$ cat src/rtl/pwm_brake_pkg.sv
package pwm_brake_pkg;

    localparam int NUM_CH   = 6;
    localparam int NUM_CMP  = 2;
    localparam int NUM_PIN  = 2;
    localparam int DATA_W   = 16;
    localparam int ADDR_W   = 3;
    localparam int FLT_W    = 3;
    localparam int FAIL_W   = 4;
    localparam int SRC_W    = NUM_CMP + NUM_PIN + 1;
    localparam int LVL_OFS  = 8;

    // bit positions of the edge-path enables; level path adds LVL_OFS
    localparam int EN_CMP0  = 0;
    localparam int EN_PIN0  = 4;
    localparam int EN_SYS   = 7;

    localparam int SW_EDGE_BIT = 0;
    localparam int SW_LVL_BIT  = 8;

    localparam int FAIL_CLK = 0;
    localparam int FAIL_BOD = 1;
    localparam int FAIL_LCK = 3;

    typedef enum logic [ADDR_W-1:0] {
        ADR_CTL  = 3'd0,
        ADR_SWT  = 3'd1,
        ADR_FAIL = 3'd2,
        ADR_POL  = 3'd3,
        ADR_FLT  = 3'd4,
        ADR_STAT = 3'd5
    } reg_addr_e;

    typedef struct packed {
        logic               sys;
        logic [NUM_PIN-1:0] pin;
        logic [NUM_CMP-1:0] cmp;
    } brk_src_t;

    function automatic brk_src_t pick_enables(input logic [DATA_W-1:0] ctl, input int base);
        brk_src_t e;
        for (int i = 0; i < NUM_CMP; i++) e.cmp[i] = ctl[base + EN_CMP0 + i];
        for (int i = 0; i < NUM_PIN; i++) e.pin[i] = ctl[base + EN_PIN0 + i];
        e.sys = ctl[base + EN_SYS];
        return e;
    endfunction

    function automatic logic combine_fail(input logic [FAIL_W-1:0] en,
                                          input logic cf, input logic bd, input logic lk);
        return (en[FAIL_CLK] & cf) | (en[FAIL_BOD] & bd) | (en[FAIL_LCK] & lk);
    endfunction

endpackage

$ cat src/rtl/brake_pin_filter.sv
module brake_pin_filter #(
    parameter int FLT_W = 3
) (
    input  logic             clk,
    input  logic             rst,
    input  logic             pin_raw,
    input  logic [FLT_W-1:0] run_len,
    output logic             pin_clean
);
    logic             sync_a;
    logic             sync_b;
    logic             stable_q;
    logic [FLT_W-1:0] run_cnt;

    always_ff @(posedge clk) begin
        if (rst) begin
            sync_a   <= 1'b0;
            sync_b   <= 1'b0;
            stable_q <= 1'b0;
            run_cnt  <= '0;
        end else begin
            sync_a <= pin_raw;
            sync_b <= sync_a;
            if (sync_b != stable_q) begin
                if (run_cnt == run_len) begin
                    stable_q <= sync_b;
                    run_cnt  <= '0;
                end else begin
                    run_cnt <= run_cnt + 1'b1;
                end
            end else begin
                run_cnt <= '0;
            end
        end
    end

    assign pin_clean = stable_q;
endmodule

$ cat src/rtl/brake_arbiter.sv
module brake_arbiter
    import pwm_brake_pkg::*;
(
    input  logic     clk,
    input  logic     rst,
    input  brk_src_t src,
    input  brk_src_t edge_en,
    input  brk_src_t lvl_en,
    input  logic     sw_edge,
    input  logic     sw_lvl,
    input  logic     clr_edge,
    output logic     edge_flag,
    output logic     lvl_state,
    output logic     lvl_any
);
    logic [SRC_W-1:0] cur;
    logic [SRC_W-1:0] prev_q;
    logic             edge_hit;

    assign cur      = src;
    assign edge_hit = (|(cur & ~prev_q & edge_en)) | sw_edge;
    assign lvl_any  = (|(cur & lvl_en)) | sw_lvl;

    always_ff @(posedge clk) begin
        if (rst) begin
            prev_q    <= '0;
            edge_flag <= 1'b0;
            lvl_state <= 1'b0;
        end else begin
            prev_q    <= cur;
            lvl_state <= lvl_any;
            if (edge_hit)      edge_flag <= 1'b1;
            else if (clr_edge) edge_flag <= 1'b0;
        end
    end
endmodule

$ cat src/rtl/pwm_polarity_stage.sv
module pwm_polarity_stage #(
    parameter int NUM_CH = 6
) (
    input  logic [NUM_CH-1:0] pwm_in,
    input  logic [NUM_CH-1:0] inv,
    input  logic              brake,
    output logic [NUM_CH-1:0] pwm_out
);
    for (genvar ch = 0; ch < NUM_CH; ch++) begin : g_ch
        assign pwm_out[ch] = (brake ? 1'b0 : pwm_in[ch]) ^ inv[ch];
    end
endmodule

$ cat src/rtl/pwm_brake_combiner.sv
module pwm_brake_combiner
    import pwm_brake_pkg::*;
(
    input  logic              clk,
    input  logic              rst,
    input  logic              reg_wr,
    input  logic [ADDR_W-1:0] reg_addr,
    input  logic [DATA_W-1:0] reg_wdata,
    output logic [DATA_W-1:0] reg_rdata,
    input  logic [NUM_CMP-1:0] cmp_out,
    input  logic [NUM_PIN-1:0] brk_pin,
    input  logic              clk_fail,
    input  logic              bod_det,
    input  logic              lockup,
    input  logic [NUM_CH-1:0] pwm_in,
    output logic [NUM_CH-1:0] pwm_out,
    output logic              brake_edge,
    output logic              brake_level
);
    logic [DATA_W-1:0]  ctl_q;
    logic [FAIL_W-1:0]  fail_q;
    logic [NUM_CH-1:0]  pol_q;
    logic [FLT_W-1:0]   flt_q;
    logic               sw_edge_q;
    logic               sw_lvl_q;
    logic               clr_edge;
    logic               lvl_any;
    logic [NUM_PIN-1:0] pin_clean;
    brk_src_t           src;
    brk_src_t           edge_en;
    brk_src_t           lvl_en;

    function automatic logic wr_hit(input logic we, input logic [ADDR_W-1:0] a, input reg_addr_e t);
        return we && (a == t);
    endfunction

    always_ff @(posedge clk) begin
        if (rst) begin
            ctl_q     <= '0;
            fail_q    <= '0;
            pol_q     <= '0;
            flt_q     <= '0;
            sw_edge_q <= 1'b0;
            sw_lvl_q  <= 1'b0;
        end else begin
            if (wr_hit(reg_wr, reg_addr, ADR_CTL))  ctl_q  <= reg_wdata;
            if (wr_hit(reg_wr, reg_addr, ADR_FAIL)) fail_q <= reg_wdata[FAIL_W-1:0];
            if (wr_hit(reg_wr, reg_addr, ADR_POL))  pol_q  <= reg_wdata[NUM_CH-1:0];
            if (wr_hit(reg_wr, reg_addr, ADR_FLT))  flt_q  <= reg_wdata[FLT_W-1:0];
            sw_edge_q <= wr_hit(reg_wr, reg_addr, ADR_SWT) && reg_wdata[SW_EDGE_BIT];
            sw_lvl_q  <= wr_hit(reg_wr, reg_addr, ADR_SWT) && reg_wdata[SW_LVL_BIT];
        end
    end

    assign clr_edge = wr_hit(reg_wr, reg_addr, ADR_STAT) && reg_wdata[0];

    always_comb begin
        reg_rdata = '0;
        case (reg_addr)
            ADR_CTL:  reg_rdata = ctl_q;
            ADR_FAIL: reg_rdata[FAIL_W-1:0] = fail_q;
            ADR_POL:  reg_rdata[NUM_CH-1:0] = pol_q;
            ADR_FLT:  reg_rdata[FLT_W-1:0]  = flt_q;
            ADR_STAT: reg_rdata[1:0] = {brake_level, brake_edge};
            default:  reg_rdata = '0;
        endcase
    end

    for (genvar p = 0; p < NUM_PIN; p++) begin : g_pin
        brake_pin_filter #(.FLT_W(FLT_W)) flt_i (
            .clk       (clk),
            .rst       (rst),
            .pin_raw   (brk_pin[p]),
            .run_len   (flt_q),
            .pin_clean (pin_clean[p])
        );
    end

    always_comb begin
        src.cmp = cmp_out;
        src.pin = pin_clean;
        src.sys = combine_fail(fail_q, clk_fail, bod_det, lockup);
        edge_en = pick_enables(ctl_q, 0);
        lvl_en  = pick_enables(ctl_q, LVL_OFS);
    end

    brake_arbiter arb_i (
        .clk       (clk),
        .rst       (rst),
        .src       (src),
        .edge_en   (edge_en),
        .lvl_en    (lvl_en),
        .sw_edge   (sw_edge_q),
        .sw_lvl    (sw_lvl_q),
        .clr_edge  (clr_edge),
        .edge_flag (brake_edge),
        .lvl_state (brake_level),
        .lvl_any   (lvl_any)
    );

    pwm_polarity_stage #(.NUM_CH(NUM_CH)) out_i (
        .pwm_in  (pwm_in),
        .inv     (pol_q),
        .brake   (brake_edge | brake_level),
        .pwm_out (pwm_out)
    );
endmodule

$ cat config.mk
export PLATFORM = sky130hd
export DESIGN_NAME = pwm_brake_combiner
export DESIGN_NICKNAME = d
export VERILOG_FILES = /design/src/rtl/pwm_brake_pkg.sv /design/src/rtl/brake_pin_filter.sv /design/src/rtl/brake_arbiter.sv /design/src/rtl/pwm_polarity_stage.sv /design/src/rtl/pwm_brake_combiner.sv
export SDC_FILE = /design/constraint.sdc
export NUM_CORES = 1
export LEC_CHECK = 0
export CAP_MARGIN = 20
export CORE_ASPECT_RATIO = 1.2
export CORE_MARGIN = 10
export CORE_UTILIZATION = 27
export CTS_CLUSTER_DIAMETER = 30
export DETAILED_ROUTE_END_ITERATION = 12
export GPL_TIMING_DRIVEN = 0
export SLEW_MARGIN = 25
export SYNTH_ARGS = -nofsm -noshare
export SYNTH_HDL_FRONTEND = slang
export SYNTH_SLANG_ARGS = --single-unit
$ cat constraint.sdc
create_clock -name clk -period 3.35 [get_ports clk]
set_input_delay 0.67 -clock clk [delete_from_list [all_inputs] [get_ports clk]]
set_output_delay 0.67 -clock clk [all_outputs]
set_load 0.05 [all_outputs]
==> flow_summary.yaml, run 1 <==
status:
  status: "completed"
clock_tree:
  cts.reportedPaths.clkPinSlew_ns: 0.10
  clk_path_buf_depth: 2
  cts.sinks: 50
  root_buffer: "clkbuf_8"
  h-tree-depth: 2
  cts_tree: "yes"
  cts_buffers: 5
  holdBufCountCts: 0
  clkLatencyLatePin_ns: 0.31
worst_hold_path:
  hp-class: "reg -> reg"
  holdCritStartpoint: "ctl_q[11]"
  hold_depth: 2
  hold_path_end: "ctl_q[11]"
setup_path:
  ff2ff_path_depth: 4
  critical_path_class: "in -> out"
  cpMaxStageDelayCell: "dlygate4sd2_1"
  timing.reg2reg.setup_slack_ns: 2.01
  r2r_end: "g_pin[0].flt_i.pin_clean"
  start_kind: "input port"
  path_max_fanout: 10
  r2r_start: "flt_q[0]"
  crit_chain: "clkdlybuf4s50_1, buf_2, mux2i_1, nor2_1, a31oi_1, o21ai_0, dlygate4sd2_1"
  end_kind: "primary output"
  required_ns: 2.68
  critical-path-max-stage-delay_ns: 0.58
  critPathArrivalTime_ns: 2.56
synth:
  synthFlopType: "dfxtp_1"
  ys_ff_latch: 50
  syn_avg_cell_area_um2: 8.753
  ys_top_cells_by_count: "dfxtp_1, nand2_1, nor2_1, a21oi_1, mux2i_1"
  async_reset_ff_frac: 0
  ys_warn_count: 0
  synth_edf_count: 0
  synth_area_um2: 2215
  synth.top_cells.by_area: "dfxtp_1, nand2_1, mux2i_1, a21oi_1, and2_1"
  synth_top_area_share: 0.4520
  netlist-cell-type-count: 34
  yosysMostFrequentCell: "dfxtp_1"
  synthesis.nets: 290
  syn_inst: 253
  netlist.top_cell.by_area: "dfxtp_1"
  ys_seq_area_frac: 0.4520
detailed_routing:
  routed_wl_um: 6116
  drtPass1Iterations: 6
  post-route-drc-count: 0
  vias: 1886
  first_iter_violations: 55
  ant_nets: 0
  wire_per_inst_um: 14.81
  vias_per_cell: 4.567
place:
  dp_hpwl_um: 4728
  placed_cell_area_um2: 2904
  port_buffers: 57
  routabilityCongestion: 0.8150
sta:
  finalSetupViolCount: 0
  clock-skew-final_ns: 0.01304
  min_period_ns: 3.233
  finalHoldViolCount: 0
  maxSlewHeadroom: 0.5918
  period_share: 0.9652
  fmax_mhz: 309.3
  slew_viol_final: 0
  rsz0062_at_grt: "false"
  tightest_slew_ns: 0.6123
floorplan:
  initial_core_util: 0.2747
  ios: 59
  num_rows: 36
  die-area_um2: 12240
  die_w_um: 102.7
  core_um2: 8063
  die_y_um: 119.2
global_routing:
  first_global_vias: 2019
  grt_overflow: 0
  grtUsageTotal: 0.1023
  grt_max_degree: 18
  grt_first_pass_wirelength_um: 10070
  antenna_found_initial: 0
layout:
  fin_area_um2: 2970
  antenna_cells: 0
  nNetsFinal: 354
  synthToLayoutAreaGrowth_pct: 34.12
  drive_gt1_frac: 0.1132
power:
  finalPower_mw: 1.237
  leakagePower_nw: 1.234
  p_per_area_nw_per_um2: 416.4
  ir_worst_vdd_v: 0.0001661
run:
  maxCapViolCount: 0
==> layer usage <==
layer  vias up  routed length [um]  GRT usage
li1        962                   -          -
met1       856                2909     0.1265
met2        56                2642     0.1602
met3        12                 477    0.03702
met4         0                  87    0.03269
met5         -                   0          0
==> metrics by stage <==
stage	setup TNS [ns]	hold WS [ns]	setup slack (ns)	instances	utilization
2_1_floorplan	0	0.4138	0.5082	253	-
4_1_cts	0	0.4592	0.005500	413	0.3724
3_3_place_gp	-2.285	0.4183	-0.1971	405	0.3602
5_1_grt	0	0.4811	0.03156	413	0.3684
6_report	0	0.4560	0.1166	413	0.3684
3_5_place_dp	-2.268	0.4441	-0.1906	405	0.3602
==> cells in the final DEF (no fill, tap or decap), types with 2 or more instances in the layout <==
cell and count:
a21oi_1 22, a22oi_1 2, a31oi_1 5, and2_1 14
buf_2 3, buf_4 4, clkbuf_1 6, clkbuf_2 10
clkbuf_8 5, clkdlybuf4s50_1 41, dfxtp_1 50, dlygate4sd2_1 4
dlymetal6s2s_1 2, ha_1 2, inv_1 5, mux2_2 4
mux2i_1 16, nand2_1 49, nand3_1 3, nor2_1 23
nor2_2 2, nor2b_1 9, nor3_1 2, o21ai_0 2
or3_4 2, xnor2_1 10, xor2_1 6
==> sequential cells by signal, summed over array words and instances, names as in the netlist, 2 cells and up <==
signal                 cells
arb_i.prev_q               5
ctl_q                     16
fail_q                     4
flt_q                      3
g_pin.flt_i.pin_clean      2
g_pin.flt_i.run_cnt        6
g_pin.flt_i.sync_a         2
g_pin.flt_i.sync_b         2
pol_q                      6
==> area by class of cell <==
| type | instances | area [um2] |
|---|---|---|
| plain buffers | 14 | 78.83 |
| clock buffers | 5 | 68.82 |
| clock inverters | 3 | 47.55 |
| fillers | 852 | 5092 |
| inverters | 5 | 18.77 |
| multi-input cells | 184 | 1116 |
| flip-flops and latches | 50 | 1001 |
| well taps | 95 | 118.9 |
| repair buffers | 57 | 520.5 |
==> critical path: cells and delay by family <==
kind / cells / cell delay, ns
simple gates: 1 / 0.09
buf+inv: 3 / 1.41
mux: 1 / 0.11
compound gates: 2 / 0.27
==> logic make-up (layout without fill, tap and decap cells) <==
kind of cell | Yosys count | after routing | share of synthesized area
flops | 50 | 50 | 0.4520
simple gates | 111 | 111 | 0.2446
buf+inv | 19 | 84 | 0.04407
fa+ha+maj | 2 | 2 | 0.01130
mux | 20 | 20 | 0.09265
compound gates | 35 | 35 | 0.09209
xor+xnor | 16 | 16 | 0.06327
==> where the power goes <==
part	leakage [nW]	switching [mW]	total (mW)	internal [mW]
combinational	0.770	0.0954	0.175	0.0793
clock	0.0587	0.218	0.444	0.227
sequential	0.406	0.0104	0.618	0.608
total	1.23	0.323	1.24	0.914
==> worst max path at each step <==
stage,to,start,cells past startpoint,slack [ns]
3_5_place_dp,reg_rdata[14],reg_addr[0],5,-0.19
4_1_cts,reg_rdata[4],reg_addr[0],5,0.006
2_1_floorplan,reg_rdata[1],reg_addr[1],5,0.51
6_report,reg_rdata[1],reg_addr[1],7,0.12
3_3_place_gp,reg_rdata[12],reg_addr[0],5,-0.20
5_1_grt,reg_rdata[1],reg_addr[1],7,0.03
==> repair_timing <==
| action | in CTS | in global routing |
|---|---|---|
| setup endpoints to repair | 14 | 12 |
| buffers inserted | 0 | 0 |
| resized for setup | 14 | 22 |
| cloned | 0 | 0 |
No activity file was read; power rests on OpenSTA's default activity.
==> inputs of run 2 (changes only) <==
Settings changed: RECOVER_POWER set to 50.
==> flow_summary.yaml, run 2 (synthesis gave the netlist of run 1 again) <==
sta:
  finalSetupViolCount: 0
  maxSlewHeadroom: 0.6104
  fmax_mhz: 307.3
  tns_ns: 0
  clock-skew-final_ns: 0.01133
  tightest_slew_ns: 0.5845
  period_share: 0.9713
  rsz0062_at_grt: "false"
  fin_ws_ns: 0.09614
  finalHoldViolCount: 0
  min_period_ns: 3.254
  slew_viol_final: 0
floorplan:
  core_um2: 8063
  die_y_um: 119.2
  die-area_um2: 12240
  initial_core_util: 0.2747
  die_w_um: 102.7
  num_rows: 36
  ios: 59
run:
  maxCapViolCount: 0
detailed_routing:
  first_iter_violations: 61
  wire_per_inst_um: 14.80
  ant_nets: 0
  vias: 1875
  post-route-drc-count: 0
  drtPass1Iterations: 4
  vias_per_cell: 4.540
  routed_wl_um: 6114
global_routing:
  grt_max_degree: 18
  grt_first_pass_wirelength_um: 10070
  grtUsageTotal: 0.1023
  antenna_found_initial: 0
  grt_overflow: 0
  first_global_vias: 2019
layout:
  final_common_cell: "dfxtp_1"
  top_register: "ctl_q"
  final_cell_mix: "dfxtp_1, nand2_1, clkdlybuf4s50_1"
  largest_reg_flops: 16
  top_regs: "ctl_q (16), g_pin.flt_i.run_cnt (6), pol_q (6)"
  antenna_cells: 0
  synthToLayoutAreaGrowth_pct: 32.43
  utilization: 0.3637
  nNetsFinal: 354
  drive_gt1_frac: 0.09434
clock_tree:
  cts.reportedPaths.clkPinSlew_ns: 0.10
  clk_path_buf_depth: 2
  holdBufCountCts: 0
  clkLatencyLatePin_ns: 0.31
  cts_buffers: 5
  cts.sinks: 50
  h-tree-depth: 2
  cts_tree: "yes"
  root_buffer: "clkbuf_8"
setup_path:
  start_kind: "input port"
  end_kind: "primary output"
  crit_chain: "dlygate4sd3_1, buf_4, mux2_2, a22oi_1, nor2_1, dlygate4sd2_1"
  critPathArrivalTime_ns: 2.58
  path_max_fanout: 10
  required_ns: 2.68
  critical-path-max-stage-delay_ns: 0.70
  critical_path_class: "in -> out"
  cpMaxStageDelayCell: "dlygate4sd3_1"
power:
  finalPower_mw: 1.230
  ir_worst_vdd_v: 0.0001639
  p_per_area_nw_per_um2: 419.6
  leakagePower_nw: 1.204
place:
  dp_hpwl_um: 4728
  post-place-ws_ns: -0.1906
  port_buffers: 57
  routabilityCongestion: 0.8150
worst_hold_path:
  hp-class: "reg -> reg"
status:
  status: "completed"
-- run 2: changes by cell type in the layout (fill, tap and decap cells not counted) --
cell / previous run / this run
or3_4: 2 / 0
nand4b_1: 0 / 1
and2_1: 14 / 10
dlygate4sd3_1: 0 / 3
clkbuf_1: 6 / 8
buf_4: 4 / 2
and2_0: 0 / 4
nor3_1: 2 / 3
or3_1: 0 / 2
nand4b_4: 1 / 0
nor3_2: 1 / 0
clkdlybuf4s50_1: 41 / 38
-- run 2: per-stage QoR --
step | hold slack, ns | cells | instance area [um2]
final | 0.4567 | 413 | 2933
after floorplan | 0.4138 | 253 | 2215
after global routing | 0.4811 | 413 | 2933
after global placement | 0.4183 | 405 | 2904
after detailed placement | 0.4441 | 405 | 2904
after CTS | 0.4592 | 413 | 3003
-- run 2: worst paths after layout --
path          startpoint                        to  slack [ns]  cells past startpoint
min reg2reg    ctl_q[11]                 ctl_q[11]        0.46                      2
max reg2reg     flt_q[0]  g_pin[0].flt_i.pin_clean        2.04                      4
min            ctl_q[11]                 ctl_q[11]        0.46                      2
max          reg_addr[0]              reg_rdata[3]         0.1                      6
-- run 2: report_power, final --
group | internal (mW) | leakage, nW | switching, mW
clock | 0.227 | 0.0587 | 0.215
sequential | 0.608 | 0.406 | 0.0103
combinational | 0.0770 | 0.740 | 0.0937
-- run 2: worst max-delay path, delay by kind of cell --
kind                   cells  cell delay, ns
AO/OA/AOI/OAI              1            0.14
AND/OR/NAND/NOR            1            0.06
multiplexers               1            0.35
buffers and inverters      3            1.36
-- run 2: per-layer routing --
layer	global-route usage	wire length [um]	vias up	part of all wire
li1	-	-	963	-
met1	0.1265	2890	850	0.47
met2	0.1602	2685	55	0.44
met3	0.03702	463	7	0.076
met4	0.03269	75	0	0.012
met5	0	0	-	0
-- run 2: what timing repair did --
item                                    CTS  global route
gates resized for setup                  14            22
gates cloned                              0             0
buffers inserted                          0             0
pin swaps                                 0             0
endpoints found under the hold margin     0             0
endpoints found under the setup margin   14            12
-- run 2: layout make-up --
class / count / area (um2)
Fill cell: 854 / 5130
Multi-Input combinational cell: 184 / 1086
Sequential cell: 50 / 1001
Timing Repair Buffer: 57 / 520.5
Tap cell: 95 / 118.9
Buffer: 14 / 71.32
Clock buffer: 5 / 68.82
Clock inverter: 3 / 47.55
Inverter: 5 / 18.77
